`src/rtl/opgate_pkg.sv`:
```
package opgate_pkg;

    localparam int NUM_UNITS = 5;
    localparam int OP_W      = 3;

    typedef enum logic [OP_W-1:0] {
        OP_ADD   = 3'd0,
        OP_LOGIC = 3'd1,
        OP_SHIFT = 3'd2,
        OP_CMP   = 3'd3,
        OP_MUL   = 3'd4
    } op_class_e;

    typedef enum logic {
        GS_IDLE  = 1'b0,
        GS_ARMED = 1'b1
    } gate_state_e;

    function automatic logic op_is_legal(input logic [OP_W-1:0] op);
        return op < 3'(NUM_UNITS);
    endfunction

endpackage

```
`src/rtl/opgate_ctrl.sv`:
```
module opgate_ctrl
    import opgate_pkg::*;
#(
    parameter int NU = NUM_UNITS
) (
    input  logic              clk,
    input  logic              rst_n,
    input  logic              pre_valid_i,
    input  logic [OP_W-1:0]   pre_op_i,
    output logic [NU-1:0]     unit_en_o,
    output logic [OP_W-1:0]   sel_o
);

    localparam logic [NU-1:0] ONE_HOT_BASE = {{(NU-1){1'b0}}, 1'b1};

    gate_state_e           state_q;
    logic [OP_W-1:0]       armed_q;
    logic                  arm_req;

    assign arm_req = pre_valid_i && op_is_legal(pre_op_i);

    // State register: decision is taken one cycle before operand capture.
    always_ff @(posedge clk or negedge rst_n) begin
        if (!rst_n) begin
            state_q <= GS_IDLE;
            armed_q <= '0;
        end else begin
            unique case (state_q)
                GS_IDLE: begin
                    if (arm_req) begin
                        state_q <= GS_ARMED;
                        armed_q <= pre_op_i;
                    end
                end
                GS_ARMED: begin
                    if (arm_req) begin
                        armed_q <= pre_op_i;
                    end else begin
                        state_q <= GS_IDLE;
                    end
                end
                default: state_q <= GS_IDLE;
            endcase
        end
    end

    // Output process: enables derived from state only.
    always_comb begin
        unit_en_o = '0;
        unique case (state_q)
            GS_IDLE:  unit_en_o = '0;
            GS_ARMED: unit_en_o = ONE_HOT_BASE << armed_q;
            default:  unit_en_o = '0;
        endcase
    end

    assign sel_o = armed_q;

    p_decode_r1: assert property (@(posedge clk) disable iff (!rst_n)
        (pre_valid_i && (pre_op_i < 3'(NU))) |=>
            ($onehot(unit_en_o) && (sel_o == $past(pre_op_i))));

    p_gate_r2: assert property (@(posedge clk) disable iff (!rst_n)
        !(pre_valid_i && (pre_op_i < 3'(NU))) |=> (unit_en_o == '0));

endmodule

```
`src/rtl/opgate_unit.sv`:
```
module opgate_unit #(
    parameter int W    = 16,
    parameter int CW   = 16,
    parameter int KIND = 0
) (
    input  logic          clk,
    input  logic          rst_n,
    input  logic          load_i,
    input  logic          standby_i,
    input  logic [W-1:0]  opa_i,
    input  logic [W-1:0]  opb_i,
    output logic [W-1:0]  y_o,
    output logic [CW-1:0] cnt_o
);

    localparam int SHW = (W > 1) ? $clog2(W) : 1;
    localparam logic [W-1:0] STBY_PAT = (KIND % 2 == 0) ? {W{1'b1}} : {W{1'b0}};

    logic [W-1:0]  a_q, b_q, a_d, b_d;
    logic [CW-1:0] cnt_q;
    logic          upd;
    logic          chg;

    always_comb begin
        a_d = a_q;
        b_d = b_q;
        if (load_i) begin
            a_d = opa_i;
            b_d = opb_i;
        end else if (standby_i) begin
            a_d = STBY_PAT;
            b_d = STBY_PAT;
        end
    end

    // The register only opens when loading or parking: the gated-clock model.
    assign upd = load_i || standby_i;
    assign chg = (a_d != a_q) || (b_d != b_q);

    always_ff @(posedge clk or negedge rst_n) begin
        if (!rst_n) begin
            a_q   <= '0;
            b_q   <= '0;
            cnt_q <= '0;
        end else begin
            if (upd) begin
                a_q <= a_d;
                b_q <= b_d;
            end
            if (upd && chg) begin
                cnt_q <= cnt_q + 1'b1;
            end
        end
    end

    assign cnt_o = cnt_q;

    generate
        if (KIND == 0) begin : g_add
            assign y_o = a_q + b_q;
        end else if (KIND == 1) begin : g_logic
            assign y_o = a_q ^ b_q;
        end else if (KIND == 2) begin : g_shift
            assign y_o = a_q << b_q[SHW-1:0];
        end else if (KIND == 3) begin : g_cmp
            assign y_o = {{(W-1){1'b0}}, (a_q < b_q)};
        end else begin : g_mul
            assign y_o = a_q * b_q;
        end
    endgenerate

    p_capture_r3: assert property (@(posedge clk) disable iff (!rst_n)
        load_i |=> ((a_q == $past(opa_i)) && (b_q == $past(opb_i))));

    p_hold_r4: assert property (@(posedge clk) disable iff (!rst_n)
        (!load_i && !standby_i) |=> ($stable(a_q) && $stable(b_q) && $stable(cnt_q)));

    p_park_r5: assert property (@(posedge clk) disable iff (!rst_n)
        (!load_i && standby_i) |=> ((a_q == STBY_PAT) && (b_q == STBY_PAT)));

    p_count_r8: assert property (@(posedge clk) disable iff (!rst_n)
        ($stable(a_q) && $stable(b_q)) |-> $stable(cnt_q));

endmodule

```
`src/rtl/opgate_alu.sv`:
```
module opgate_alu
    import opgate_pkg::*;
#(
    parameter int WIDTH = 16,
    parameter int CNT_W = 16
) (
    input  logic                        clk,
    input  logic                        rst_n,
    input  logic                        standby_mode_i,
    input  logic                        pre_valid_i,
    input  logic [OP_W-1:0]             pre_op_i,
    input  logic [WIDTH-1:0]            opa_i,
    input  logic [WIDTH-1:0]            opb_i,
    output logic [NUM_UNITS-1:0]        unit_en_o,
    output logic [WIDTH-1:0]            result_o,
    output logic                        result_valid_o,
    output logic [NUM_UNITS*CNT_W-1:0]  toggle_cnt_o
);

    localparam int NU = NUM_UNITS;

    logic [NU-1:0]     en;
    logic [OP_W-1:0]   sel;
    logic [WIDTH-1:0]  unit_y [NU];
    logic [CNT_W-1:0]  unit_cnt [NU];
    logic              cap_vld_q;
    logic [OP_W-1:0]   cap_op_q;
    logic [WIDTH-1:0]  sel_y;
    logic [WIDTH-1:0]  res_q;
    logic              res_vld_q;

    opgate_ctrl #(.NU(NU)) u_ctrl (
        .clk         (clk),
        .rst_n       (rst_n),
        .pre_valid_i (pre_valid_i),
        .pre_op_i    (pre_op_i),
        .unit_en_o   (en),
        .sel_o       (sel)
    );

    generate
        for (genvar k = 0; k < NU; k++) begin : g_unit
            opgate_unit #(.W(WIDTH), .CW(CNT_W), .KIND(k)) u_unit (
                .clk       (clk),
                .rst_n     (rst_n),
                .load_i    (en[k]),
                .standby_i (standby_mode_i),
                .opa_i     (opa_i),
                .opb_i     (opb_i),
                .y_o       (unit_y[k]),
                .cnt_o     (unit_cnt[k])
            );
            assign toggle_cnt_o[k*CNT_W +: CNT_W] = unit_cnt[k];
        end
    endgenerate

    // Capture stage: remembers which unit took operands this edge.
    always_ff @(posedge clk or negedge rst_n) begin
        if (!rst_n) begin
            cap_vld_q <= 1'b0;
            cap_op_q  <= '0;
        end else begin
            cap_vld_q <= |en;
            if (|en) begin
                cap_op_q <= sel;
            end
        end
    end

    always_comb begin
        sel_y = '0;
        for (int k = 0; k < NU; k++) begin
            if (cap_op_q == 3'(k)) begin
                sel_y = unit_y[k];
            end
        end
    end

    // Result stage: sampled before an idle unit parks on its standby pattern.
    always_ff @(posedge clk or negedge rst_n) begin
        if (!rst_n) begin
            res_q     <= '0;
            res_vld_q <= 1'b0;
        end else begin
            res_vld_q <= cap_vld_q;
            if (cap_vld_q) begin
                res_q <= sel_y;
            end
        end
    end

    assign unit_en_o      = en;
    assign result_o       = res_q;
    assign result_valid_o = res_vld_q;

    p_onehot_r1: assert property (@(posedge clk) disable iff (!rst_n)
        $onehot0(unit_en_o));

    p_hold_result_r2: assert property (@(posedge clk) disable iff (!rst_n)
        !result_valid_o |-> $stable(result_o));

    p_valid_latency_r6: assert property (@(posedge clk) disable iff (!rst_n)
        (|unit_en_o) |=> ##1 result_valid_o);

    p_no_spurious_r6: assert property (@(posedge clk) disable iff (!rst_n)
        (unit_en_o == '0) |=> ##1 !result_valid_o);

endmodule

```
`config.mk`:
```
export PLATFORM = sky130hd
export DESIGN_NAME = opgate_alu
export DESIGN_NICKNAME = d
export VERILOG_FILES = /design/src/rtl/opgate_pkg.sv /design/src/rtl/opgate_ctrl.sv /design/src/rtl/opgate_unit.sv /design/src/rtl/opgate_alu.sv
export SDC_FILE = /design/constraint.sdc
export NUM_CORES = 1
export LEC_CHECK = 0
export ABC_AREA = 1
export ABC_CLOCK_PERIOD_IN_PS = 15800
export BUFFER_PORTS_ARGS = -buffer_cell sky130_fd_sc_hd__buf_2
export CORE_ASPECT_RATIO = 1.75
export CORE_MARGIN = 4
export CORE_UTILIZATION = 29
export DETAILED_ROUTE_END_ITERATION = 16
export PLACE_DENSITY = 0.5
export SETUP_SLACK_MARGIN = 0.5
export SYNTH_ARGS = -nofsm -noshare
export SYNTH_HDL_FRONTEND = slang
export SYNTH_SLANG_ARGS = --single-unit
```
`constraint.sdc`:
```
create_clock -name clk -period 15.8 [get_ports clk]
set_clock_uncertainty 0.15 [all_clocks]
set_input_delay 1.58 -clock clk [delete_from_list [all_inputs] [get_ports clk]]
set_output_delay 1.58 -clock clk [all_outputs]
set_load 0.02 [all_outputs]
```
==> flow_metrics.py, run 1 <==
metrics = {
    "timing": {
        "rsz0062_at_grt": "false",
        "finalCritPeriodShare": 0.374,
        "slew_viol_final": 0,
        "max_slew_margin": 0.333,
        "hold_viol_final": 0,
        "hold_ws_ns": 0.352,
        "clock.fmax_mhz": 169,
        "max_slew.worst_pin.slew_ns": 0.998,
        "layout_min_cycle_time_ns": 5.91,
        "fin_ws_ns": 9.89,
        "fin_setup_tns_ns": 0,
        "setup_viol": 0,
    },
    "floorplanning": {
        "start_util": 0.294,
        "core_area_um2": 70900,
        "fp.dieArea_um2": 76300,
        "io_pins": 141,
        "fp.dieH_um": 362,
        "rows": 129,
        "die_x_um": 210,
    },
    "power": {
        "ir_worst_vdd_mv": 0.184,
        "power.total_mw": 4.40,
        "switching_share": 0.502,
        "power_frac_clock": 0.188,
        "p_int_mw": 2.20,
        "power_density_nw_per_um2": 189,
        "switchingPower_mw": 2.21,
        "pwr-share-comb": 0.611,
        "p_seq_frac": 0.201,
        "leakagePower_nw": 12.0,
    },
    "clock_tree": {
        "cts.reportedPaths.clkPinSlew_ns": 0.06,
        "cts-resized-gates": 0,
        "cts_made_buffers": 34,
        "htreeDepth": 2,
        "insertion_delay_ns": 0.56,
        "cts_max_path_buffers": 3,
        "clock-root-buffer": "clkbuf_16",
        "cts_tree": "yes",
        "postCtsSetupBuffers": 0,
        "hold_buffers": 0,
        "cts_sinks": 265,
    },
    "place": {
        "dp.cells": 3784,
        "dp_slack_ns": 9.88,
        "place_area_um2": 22200,
        "place_congestion": 0.914,
        "io_buffers": 140,
        "dp_hpwl_mm": 56.3,
    },
    "worst_setup_path": {
        "critPathRequiredTime_ns": 16.08,
        "endpoint_kind": "flop",
        "start_kind": "flop",
        "cp.arrival_ns": 6.20,
        "path_max_fanout": 19,
        "worstSetupPathType": "flop to flop",
    },
    "finish": {
        "final_area_um2": 23300,
        "regArea_um2": 6630,
        "multi_input_area_um2": 11600,
        "nets": 3107,
        "drive_gt1_frac": 0.0950,
        "utilization": 0.329,
        "stdcell_count": 3844,
        "fill_cells": 7631,
        "syn2layout_area_growth_pct": 12.1,
    },
    "route": {
        "detail_route.vias_per_cell": 4.72,
        "drc": 0,
        "drt_pass1_iterations": 5,
        "drt-wirelength-per-cell_um": 18.8,
        "wl_mm": 72.1,
        "vias": 18200,
        "drt_first_iter_violations": 911,
        "drtAntennaViolNets": 0,
    },
    "yosys": {
        "netlist_area_um2": 20800,
        "synthSimpleGateAreaFrac": 0.236,
        "synth.distinct_cells": 52,
        "synth_fa_ha_area_frac": 0.128,
        "yosysTopAreaCell": "dfrtp_1",
        "synth_top_family_by_area": "simple AND/OR/NAND/NOR gates",
        "avgSynthCellArea_um2": 7.38,
        "synth_common_cells": "nand2_1 (780), inv_1 (515), dfrtp_1 (265)",
        "synth_seq_area_share": 0.319,
        "synthCells": 2820,
        "ys.flop_type": "dfrtp_1",
        "yosys_register_bits": 265,
        "synth_edf_count": 0,
        "ys_top_cells_by_area": "dfrtp_1 (32%), nand2_1 (14%), inv_1 (9.3%)",
        "synth.most_common_cell": "nand2_1",
        "synth_top_area_share": 0.319,
        "synth_xor_area_frac": 0.0796,
        "muxShareOfSynthArea": 0.00776,
        "synth_compound_area_frac": 0.107,
        "async_flop_share": 1.00,
        "yosys_warnings": 0,
        "synth.net_count": 3024,
    },
    "worst_hold_path": {
        "worstHoldPathType": "flop to flop",
    },
    "grt": {
        "grt_pass1_vias": 18400,
        "antenna_found_initial": 5,
        "grt_usage": 0.187,
        "grt_pass1_wl_mm": 110,
        "grt_overflow": 0,
        "grt_max_degree": 86,
    },
    "job": {
        "maxCapViolations": 0,
    },
    "run_status": {
        "status": "finished, final reports clean",
    },
}
[final timing paths]
| kind | startpoint | end | slack (ns) | cells after the start |
|---|---|---|---|---|
| min in group asynchronous | rst_n | g_unit[3].u_unit.b_q[11] | 0.88 | 1 |
| hold / removal | result_o[13] | result_o[13] | 0.35 | 2 |
| max in group asynchronous | rst_n | g_unit[4].u_unit.cnt_o[13] | 11.63 | 4 |
| hold reg to reg | result_o[13] | result_o[13] | 0.35 | 2 |
| setup reg to reg | g_unit[4].u_unit.b_q[1] | result_o[14] | 9.89 | 24 |
| setup / recovery | g_unit[4].u_unit.b_q[1] | result_o[14] | 9.89 | 24 |
[sequential cells by signal, summed over array words and instances, names as in the netlist]
signal               cells
u_ctrl.sel_o             3
result_valid_o           1
g_unit.u_unit.cnt_o     80
g_unit.u_unit.b_q       80
result_o                16
g_unit.u_unit.a_q       80
cap_op_q                 3
u_ctrl.state_q           1
cap_vld_q                1
[placed cells by master (no fill, tap or decap), types with 7 or more instances in the layout]
cell type / count
ha_1: 84
inv_1: 515
fa_1: 81
nand2_1: 780
o21ai_2: 31
o22ai_2: 8
nand4_1: 19
nor2_1: 127
clkbuf_8: 8
nand3_1: 149
xor2_1: 138
nor2_4: 7
nor3_1: 55
buf_4: 11
a31oi_1: 13
o21ai_1: 64
o22ai_1: 18
buf_2: 139
a21oi_1: 67
o21ai_0: 157
o211ai_1: 7
dfrtp_1: 265
mux2i_1: 15
xnor2_1: 51
nor4_1: 7
clkbuf_16: 35
[layer usage]
layer | vias up | GRT usage | wire, µm
li1 | 8920 | - | -
met1 | 8741 | 0.200 | 26600
met2 | 363 | 0.352 | 38300
met3 | 129 | 0.0238 | 2370
met4 | 4 | 0.102 | 4730
met5 | - | 0 | 27
[logic make-up after synthesis]
group,Yosys count
compound gates,386
xor+xnor,189
fa+ha+maj,165
buf+inv,626
flops,265
mux,16
simple gates,1173
[power groups by stage]
stage | Combinational [mW] | Sequential (mW) | Clock (mW)
4_1_cts | 2.74 | 0.886 | 0.857
2_1_floorplan | 1.82 | 0.927 | 0
3_5_place_dp | 2.72 | 0.897 | 0
3_3_place_gp | 2.73 | 0.898 | 0
5_1_grt | 3.04 | 0.899 | 0.879
6_report | 2.69 | 0.884 | 0.829
[worst max-delay path: stages, from the launching register on]
cell,delay [ns]
dfrtp_1,0.79
nand2_1,0.19
fa_1,0.54
fa_1,0.60
fa_1,0.46
fa_1,0.56
inv_1,0.05
fa_1,0.50
inv_1,0.05
fa_1,0.48
inv_1,0.04
ha_1,0.36
nand2_1,0.09
nor2_1,0.13
nand3_1,0.09
nand3_1,0.12
nand2_1,0.06
nand2_1,0.05
nand2_1,0.04
nand2_1,0.07
a21oi_1,0.06
o21ai_0,0.09
nand2_1,0.07
nor2_1,0.09
nor2_1,0.04
[cell type report]
class / instances / area share
Multi-Input combinational cell: 1929 / 0.499
Sequential cell: 265 / 0.284
Inverter: 522 / 0.0840
Tap cell: 917 / 0.0492
Clock buffer: 48 / 0.0431
Timing Repair Buffer: 151 / 0.0340
Clock inverter: 11 / 0.00633
Antenna cell: 1 / 0.000107
No activity file was read; power rests on OpenSTA's default activity.
==> inputs of run 2 (changes only) <==
--- a/config.mk
+++ b/config.mk
@@ -6,13 +6,13 @@
 export NUM_CORES = 1
 export LEC_CHECK = 0
 export ABC_AREA = 1
-export ABC_CLOCK_PERIOD_IN_PS = 15800
+export ABC_CLOCK_PERIOD_IN_PS = 4800
 export BUFFER_PORTS_ARGS = -buffer_cell sky130_fd_sc_hd__buf_2
 export CORE_ASPECT_RATIO = 1.75
 export CORE_MARGIN = 4
 export CORE_UTILIZATION = 29
 export DETAILED_ROUTE_END_ITERATION = 16
-export PLACE_DENSITY = 0.5
+export PLACE_DENSITY = 0.52
 export SETUP_SLACK_MARGIN = 0.5
 export SYNTH_ARGS = -nofsm -noshare
 export SYNTH_HDL_FRONTEND = slang
==> constraint.sdc (replaced) <==
create_clock -name clk -period 4.8 [get_ports clk]
set_clock_uncertainty 0.15 [all_clocks]
set_input_delay 0.48 -clock clk [delete_from_list [all_inputs] [get_ports clk]]
set_output_delay 0.48 -clock clk [all_outputs]
set_load 0.02 [all_outputs]
==> run 2 against run 1 <==
Net effect: hold slack worse by 0.29 ns; via count rose by 2.2%; critical path depth down 1; wire length decreased by 2.5%; global-route usage shrank 0.46 points; sequential cell count unchanged; the flow now finishes with violations (negative setup slack); fmax is 14% higher; count of clock-buffer cells in the layout is 6 lower; utilization is 1.6 points higher; largest power group unchanged; clock power grew to 3.0 times the previous value; critical path type unchanged; non-clock buffer count grew 123.
==> flow_metrics.py, run 2 (synthesis gave the netlist of run 1 again) <==
metrics = {
    "run_status": {
        "status": "finished with violations",
        "violations": "negative setup slack",
    },
    "route": {
        "drt_first_iter_violations": 877,
        "drt-wirelength-per-cell_um": 17.7,
        "drtAntennaViolNets": 0,
        "drc": 0,
        "detail_route.vias_per_cell": 4.68,
        "vias": 18600,
        "drt_pass1_iterations": 6,
        "wl_mm": 70.4,
    },
    "worst_setup_path": {
        "reg2reg_slack_ns": -0.37,
        "path_max_fanout": 6,
        "worstRegToRegCells": 23,
        "endpoint_kind": "flop",
        "worstPathCellList": "buf_4, nand2_1, fa_1, fa_1, inv_1, fa_1, fa_1, fa_1, inv_1, fa_1, inv_1, ha_4, inv_2, nor3_4, nand2_1, nand2_1, a31oi_2, inv_1, nand3_1, nand3_1, nand2_1, nand2_1, nand2_1",
        "cp.arrival_ns": 5.51,
        "slowest_stage": "fa_1",
        "slowest_delay_ns": 0.54,
        "worstSetupPathType": "flop to flop",
        "reg2reg_to": "result_o[15]",
        "critPathRequiredTime_ns": 5.14,
        "reg2reg_from": "g_unit[4].u_unit.a_q[10]",
        "start_kind": "flop",
    },
    "floorplanning": {
        "io_pins": 141,
        "start_util": 0.294,
        "rows": 129,
        "die_x_um": 210,
        "fp.dieH_um": 362,
        "core_area_um2": 70900,
        "fp.dieArea_um2": 76300,
    },
    "finish": {
        "drive_gt1_frac": 0.146,
        "layout_commonest_cell": "nand2_1",
        "stdcell_count": 3965,
        "syn2layout_area_growth_pct": 17.5,
        "mostFrequentLayoutCells": "nand2_1 (775), inv_1 (502), dfrtp_1 (254)",
        "final_area_um2": 24400,
        "nets": 3226,
        "utilization": 0.345,
        "fill_cells": 7570,
    },
    "clock_tree": {
        "cts_sinks": 265,
        "cts_tree": "yes",
        "insertion_delay_ns": 0.61,
        "htreeDepth": 1,
        "clock-root-buffer": "clkbuf_16",
        "cts_max_path_buffers": 3,
        "cts_made_buffers": 30,
        "cts.reportedPaths.clkPinSlew_ns": 0.07,
    },
    "timing": {
        "max_slew.worst_pin.slew_ns": 0.978,
        "finalCritPeriodShare": 1.08,
        "setup_viol": 6,
        "max_slew_margin": 0.346,
        "fin_ws_ns": -0.369,
        "rsz0062_at_grt": "true",
        "hold_viol_final": 0,
        "layout_min_cycle_time_ns": 5.17,
        "clock.fmax_mhz": 193,
        "slew_viol_final": 0,
    },
    "power": {
        "power_density_nw_per_um2": 698,
        "ir_worst_vdd_mv": 1.22,
        "leakagePower_nw": 12.5,
        "power.total_mw": 17.1,
    },
    "place": {
        "place_congestion": 0.968,
        "place_area_um2": 23100,
        "dp_hpwl_mm": 56.4,
        "io_buffers": 140,
        "dp.cells": 3886,
    },
    "grt": {
        "grt_usage": 0.182,
        "grt_max_degree": 111,
        "grt_pass1_wl_mm": 108,
        "grt_pass1_vias": 19000,
        "grt_overflow": 0,
        "antenna_found_initial": 2,
    },
    "worst_hold_path": {
        "hp-start": "opa_i[6]",
        "worstHoldPathType": "input port to flop",
        "hold_end": "g_unit[1].u_unit.a_q[6]",
        "hold_depth": 3,
    },
    "job": {
        "maxCapViolations": 0,
    },
}
## run 2: per-stage QoR
step	TNS [ns]	worst slack, ns	hold WS (ns)
after global placement	-2.47	-0.506	0.331
final	-1.82	-0.369	0.0627
after CTS	-2.10	-0.369	0.00534
after global routing	-3.56	-0.642	0.0603
after detailed placement	-2.64	-0.496	0.317
after floorplan	-0.725	-0.271	0.0344
## run 2: worst max-delay path by stage
stage                                   from           end  slack [ns]
floorplan            g_unit[4].u_unit.b_q[4]  result_o[14]       -0.27
detailed placement   g_unit[4].u_unit.a_q[6]  result_o[15]       -0.50
global placement     g_unit[4].u_unit.a_q[7]  result_o[15]       -0.51
global route         g_unit[4].u_unit.b_q[1]  result_o[15]       -0.64
CTS                  g_unit[4].u_unit.b_q[4]  result_o[14]       -0.37
finish              g_unit[4].u_unit.a_q[10]  result_o[15]       -0.37
## run 2: cell type report
cell class              count  area [µm²]  area share
inverters                 522        1960      0.0803
repair buffers            274        1790      0.0734
clock inverters            14         169     0.00691
multi-input cells        1929       11900       0.485
well taps                 917        1150      0.0469
diodes                      2        5.00    0.000205
flip-flops and latches    265        6650       0.272
clock buffers              42         856      0.0350
## run 2: repair_timing
item                                    in CTS  in global routing
endpoints found under the setup margin      10                 10
buffers inserted                             4                  3
hold buffers                                14                  0
endpoints found under the hold margin      119                  0
pin swaps                                    7                  3
resized for setup                           26                 24
## run 2: where the power goes
part,internal [mW],switching [mW],total [mW]
combinational,5.15,6.59,11.7
clock,1.41,1.05,2.46
sequential,2.53,0.338,2.86
## run 2: routing by layer
metal | vias up | track usage | wire length (µm)
met5 | - | 0 | 0
met4 | 0 | 0.0883 | 3960
met3 | 132 | 0.0192 | 2250
met2 | 342 | 0.357 | 38500
met1 | 8909 | 0.190 | 25600
li1 | 9174 | - | -
## run 2: worst max-delay path: cells and delay by family (launching register included)
kind | cells | cell delay, ns
AND/OR/NAND/NOR | 9 | 0.73
flip-flops | 1 | 0.48
buffers and inverters | 6 | 0.43
adder cells (fa/ha/maj) | 7 | 3.23
AO/OA/AOI/OAI | 1 | 0.05
==> inputs of run 3 (changes only) <==
==> constraint.sdc (replaced) <==
create_clock -name clk -period 4.8 [get_ports clk]
set_clock_uncertainty 0.15 [all_clocks]
set_input_delay 1.2 -clock clk [delete_from_list [all_inputs] [get_ports clk]]
set_output_delay 1.2 -clock clk [all_outputs]
set_load 0.02 [all_outputs]
==> run 3 against run 2 <==
Net effect: the flow still finishes with violations (negative setup slack); hold slack better by 0.27 ns; via count fell by 0.60%; sequential power hardly changed; combinational power is 4% higher; clock power fell by 4%.
==> flow_metrics.py, run 3 (synthesis gave the netlist of run 1 again) <==
metrics = {
    "timing": {
        "hold_ws_ns": 0.335,
        "finalCritPeriodShare": 1.09,
        "fin_ws_ns": -0.420,
        "max_slew.worst_pin.slew_ns": 0.791,
        "hold_viol_final": 0,
        "setup_viol": 6,
        "layout_min_cycle_time_ns": 5.22,
        "rsz0062_at_grt": "true",
        "max_slew_margin": 0.473,
        "clock.fmax_mhz": 192,
        "slew_viol_final": 0,
        "fin_setup_tns_ns": -1.42,
    },
    "route": {
        "detail_route.vias_per_cell": 4.65,
        "drt_first_iter_violations": 835,
        "drtAntennaViolNets": 0,
        "wl_mm": 70.2,
        "drt_pass1_iterations": 6,
        "drt-wirelength-per-cell_um": 17.7,
        "vias": 18400,
        "drc": 0,
    },
    "job": {
        "maxCapViolations": 0,
    },
    "place": {
        "dp_hpwl_mm": 56.6,
        "place_area_um2": 23200,
        "dp.cells": 3895,
        "place_congestion": 0.960,
        "io_buffers": 140,
    },
    "worst_hold_path": {
        "hold_end": "result_o[13]",
        "hold_depth": 2,
        "worstHoldPathType": "flop to flop",
        "hp-start": "result_o[13]",
    },
    "power": {
        "ir_worst_vdd_mv": 0.883,
        "power_density_nw_per_um2": 713,
        "leakagePower_nw": 12.5,
    },
    "worst_setup_path": {
        "critPathRequiredTime_ns": 5.18,
        "worstRegToRegCells": 25,
        "reg2reg_to": "result_o[15]",
        "cp.arrival_ns": 5.60,
        "reg2reg_from": "g_unit[4].u_unit.b_q[4]",
        "endpoint_kind": "flop",
        "reg2reg_slack_ns": -0.42,
        "worstSetupPathType": "flop to flop",
        "path_max_fanout": 7,
        "start_kind": "flop",
    },
    "floorplanning": {
        "fp.dieArea_um2": 76300,
        "core_area_um2": 70900,
        "fp.dieH_um": 362,
        "start_util": 0.294,
        "rows": 129,
        "die_x_um": 210,
        "io_pins": 141,
    },
    "clock_tree": {
        "hold_buffers": 0,
        "cts_tree": "yes",
        "cts_max_path_buffers": 3,
        "cts_made_buffers": 29,
        "cts_sinks": 265,
        "cts.reportedPaths.clkPinSlew_ns": 0.07,
        "htreeDepth": 1,
        "insertion_delay_ns": 0.58,
        "clock-root-buffer": "clkbuf_16",
    },
    "grt": {
        "grt_max_degree": 67,
        "grt_overflow": 0,
        "grt_pass1_vias": 19000,
        "antenna_found_initial": 4,
        "grt_pass1_wl_mm": 109,
        "grt_usage": 0.182,
    },
    "run_status": {
        "status": "finished with violations",
        "violations": "negative setup slack",
    },
    "finish": {
        "stdcell_count": 3963,
        "final_area_um2": 24500,
        "mostFrequentLayoutCells": "nand2_1 (769), inv_1 (497), dfrtp_1 (253)",
        "fill_cells": 7592,
        "nets": 3227,
        "layout_commonest_cell": "nand2_1",
        "drive_gt1_frac": 0.158,
        "syn2layout_area_growth_pct": 17.6,
    },
}
-- run 3: cell types whose count changed in the layout (fill, tap and decap cells not counted), moves of 4 or more --
cell / change
buf_4: +12
clkbuf_1: -4
dlygate4sd3_1: -14
inv_1: -5
inv_2: +6
nand2_1: -6
nand2_2: +5
nand3_1: -4
-- run 3: stage by stage --
stage | utilization | power (mW) | setup WS, ns
after floorplan | - | 9.94 | -0.271
after global placement | 0.327 | 13.9 | -0.462
after detailed placement | 0.327 | 14.0 | -0.482
after CTS | 0.343 | 17.0 | -0.343
after global routing | 0.345 | 19.1 | -0.627
final | 0.345 | 17.4 | -0.420
-- run 3: cell type report --
| class | instances | area (µm²) | share of cell area |
|---|---|---|---|
| Multi-Input combinational cell | 1929 | 11900 | 0.488 |
| Tap cell | 917 | 1150 | 0.0469 |
| Clock inverter | 11 | 111 | 0.00455 |
| Clock buffer | 40 | 857 | 0.0350 |
| Antenna cell | 3 | 7.51 | 0.000307 |
| Timing Repair Buffer | 276 | 1800 | 0.0735 |
| Sequential cell | 265 | 6650 | 0.272 |
| Inverter | 522 | 1960 | 0.0801 |
-- run 3: report_power, final --
group | internal (mW) | total (mW) | switching (mW)
logic | 5.42 | 12.2 | 6.81
registers | 2.53 | 2.87 | 0.341
clock network | 1.35 | 2.35 | 1.00
-- run 3: worst max-delay path by stage --
| stage | start | end | depth (start not counted) |
|---|---|---|---|
| global route | g_unit[4].u_unit.b_q[3] | result_o[14] | 25 |
| CTS | g_unit[4].u_unit.b_q[2] | result_o[15] | 23 |
| global placement | g_unit[4].u_unit.b_q[3] | result_o[15] | 25 |
| finish | g_unit[4].u_unit.b_q[4] | result_o[15] | 25 |
| detailed placement | g_unit[4].u_unit.b_q[1] | result_o[15] | 22 |
| floorplan | g_unit[4].u_unit.b_q[4] | result_o[14] | 27 |
-- run 3: per-layer routing --
metal,part of all wire,GRT usage
met5,0.00027,0
met4,0.052,0.0795
met3,0.033,0.0199
met2,0.55,0.358
met1,0.37,0.191
-- run 3: critical path, stage by stage (launching register included) --
cell	delay, ns
dfrtp_2	0.46
buf_4	0.15
nand2_1	0.05
inv_1	0.05
fa_1	0.54
inv_1	0.05
fa_1	0.47
inv_1	0.05
fa_1	0.41
fa_1	0.49
inv_1	0.06
fa_1	0.50
fa_2	0.54
inv_2	0.04
ha_4	0.21
inv_2	0.06
o21bai_1	0.06
a31oi_1	0.14
nand2_1	0.07
a31oi_1	0.20
inv_1	0.07
nand3_1	0.08
nand3_1	0.08
nand2_1	0.07
nand2_1	0.05
nand2_1	0.06
-- run 3: what timing repair did --
action                                  in CTS  in global routing
endpoints found under the setup margin      10                 10
setup buffers                                6                  8
pin swaps                                   12                 13
gates resized for setup                     39                 41
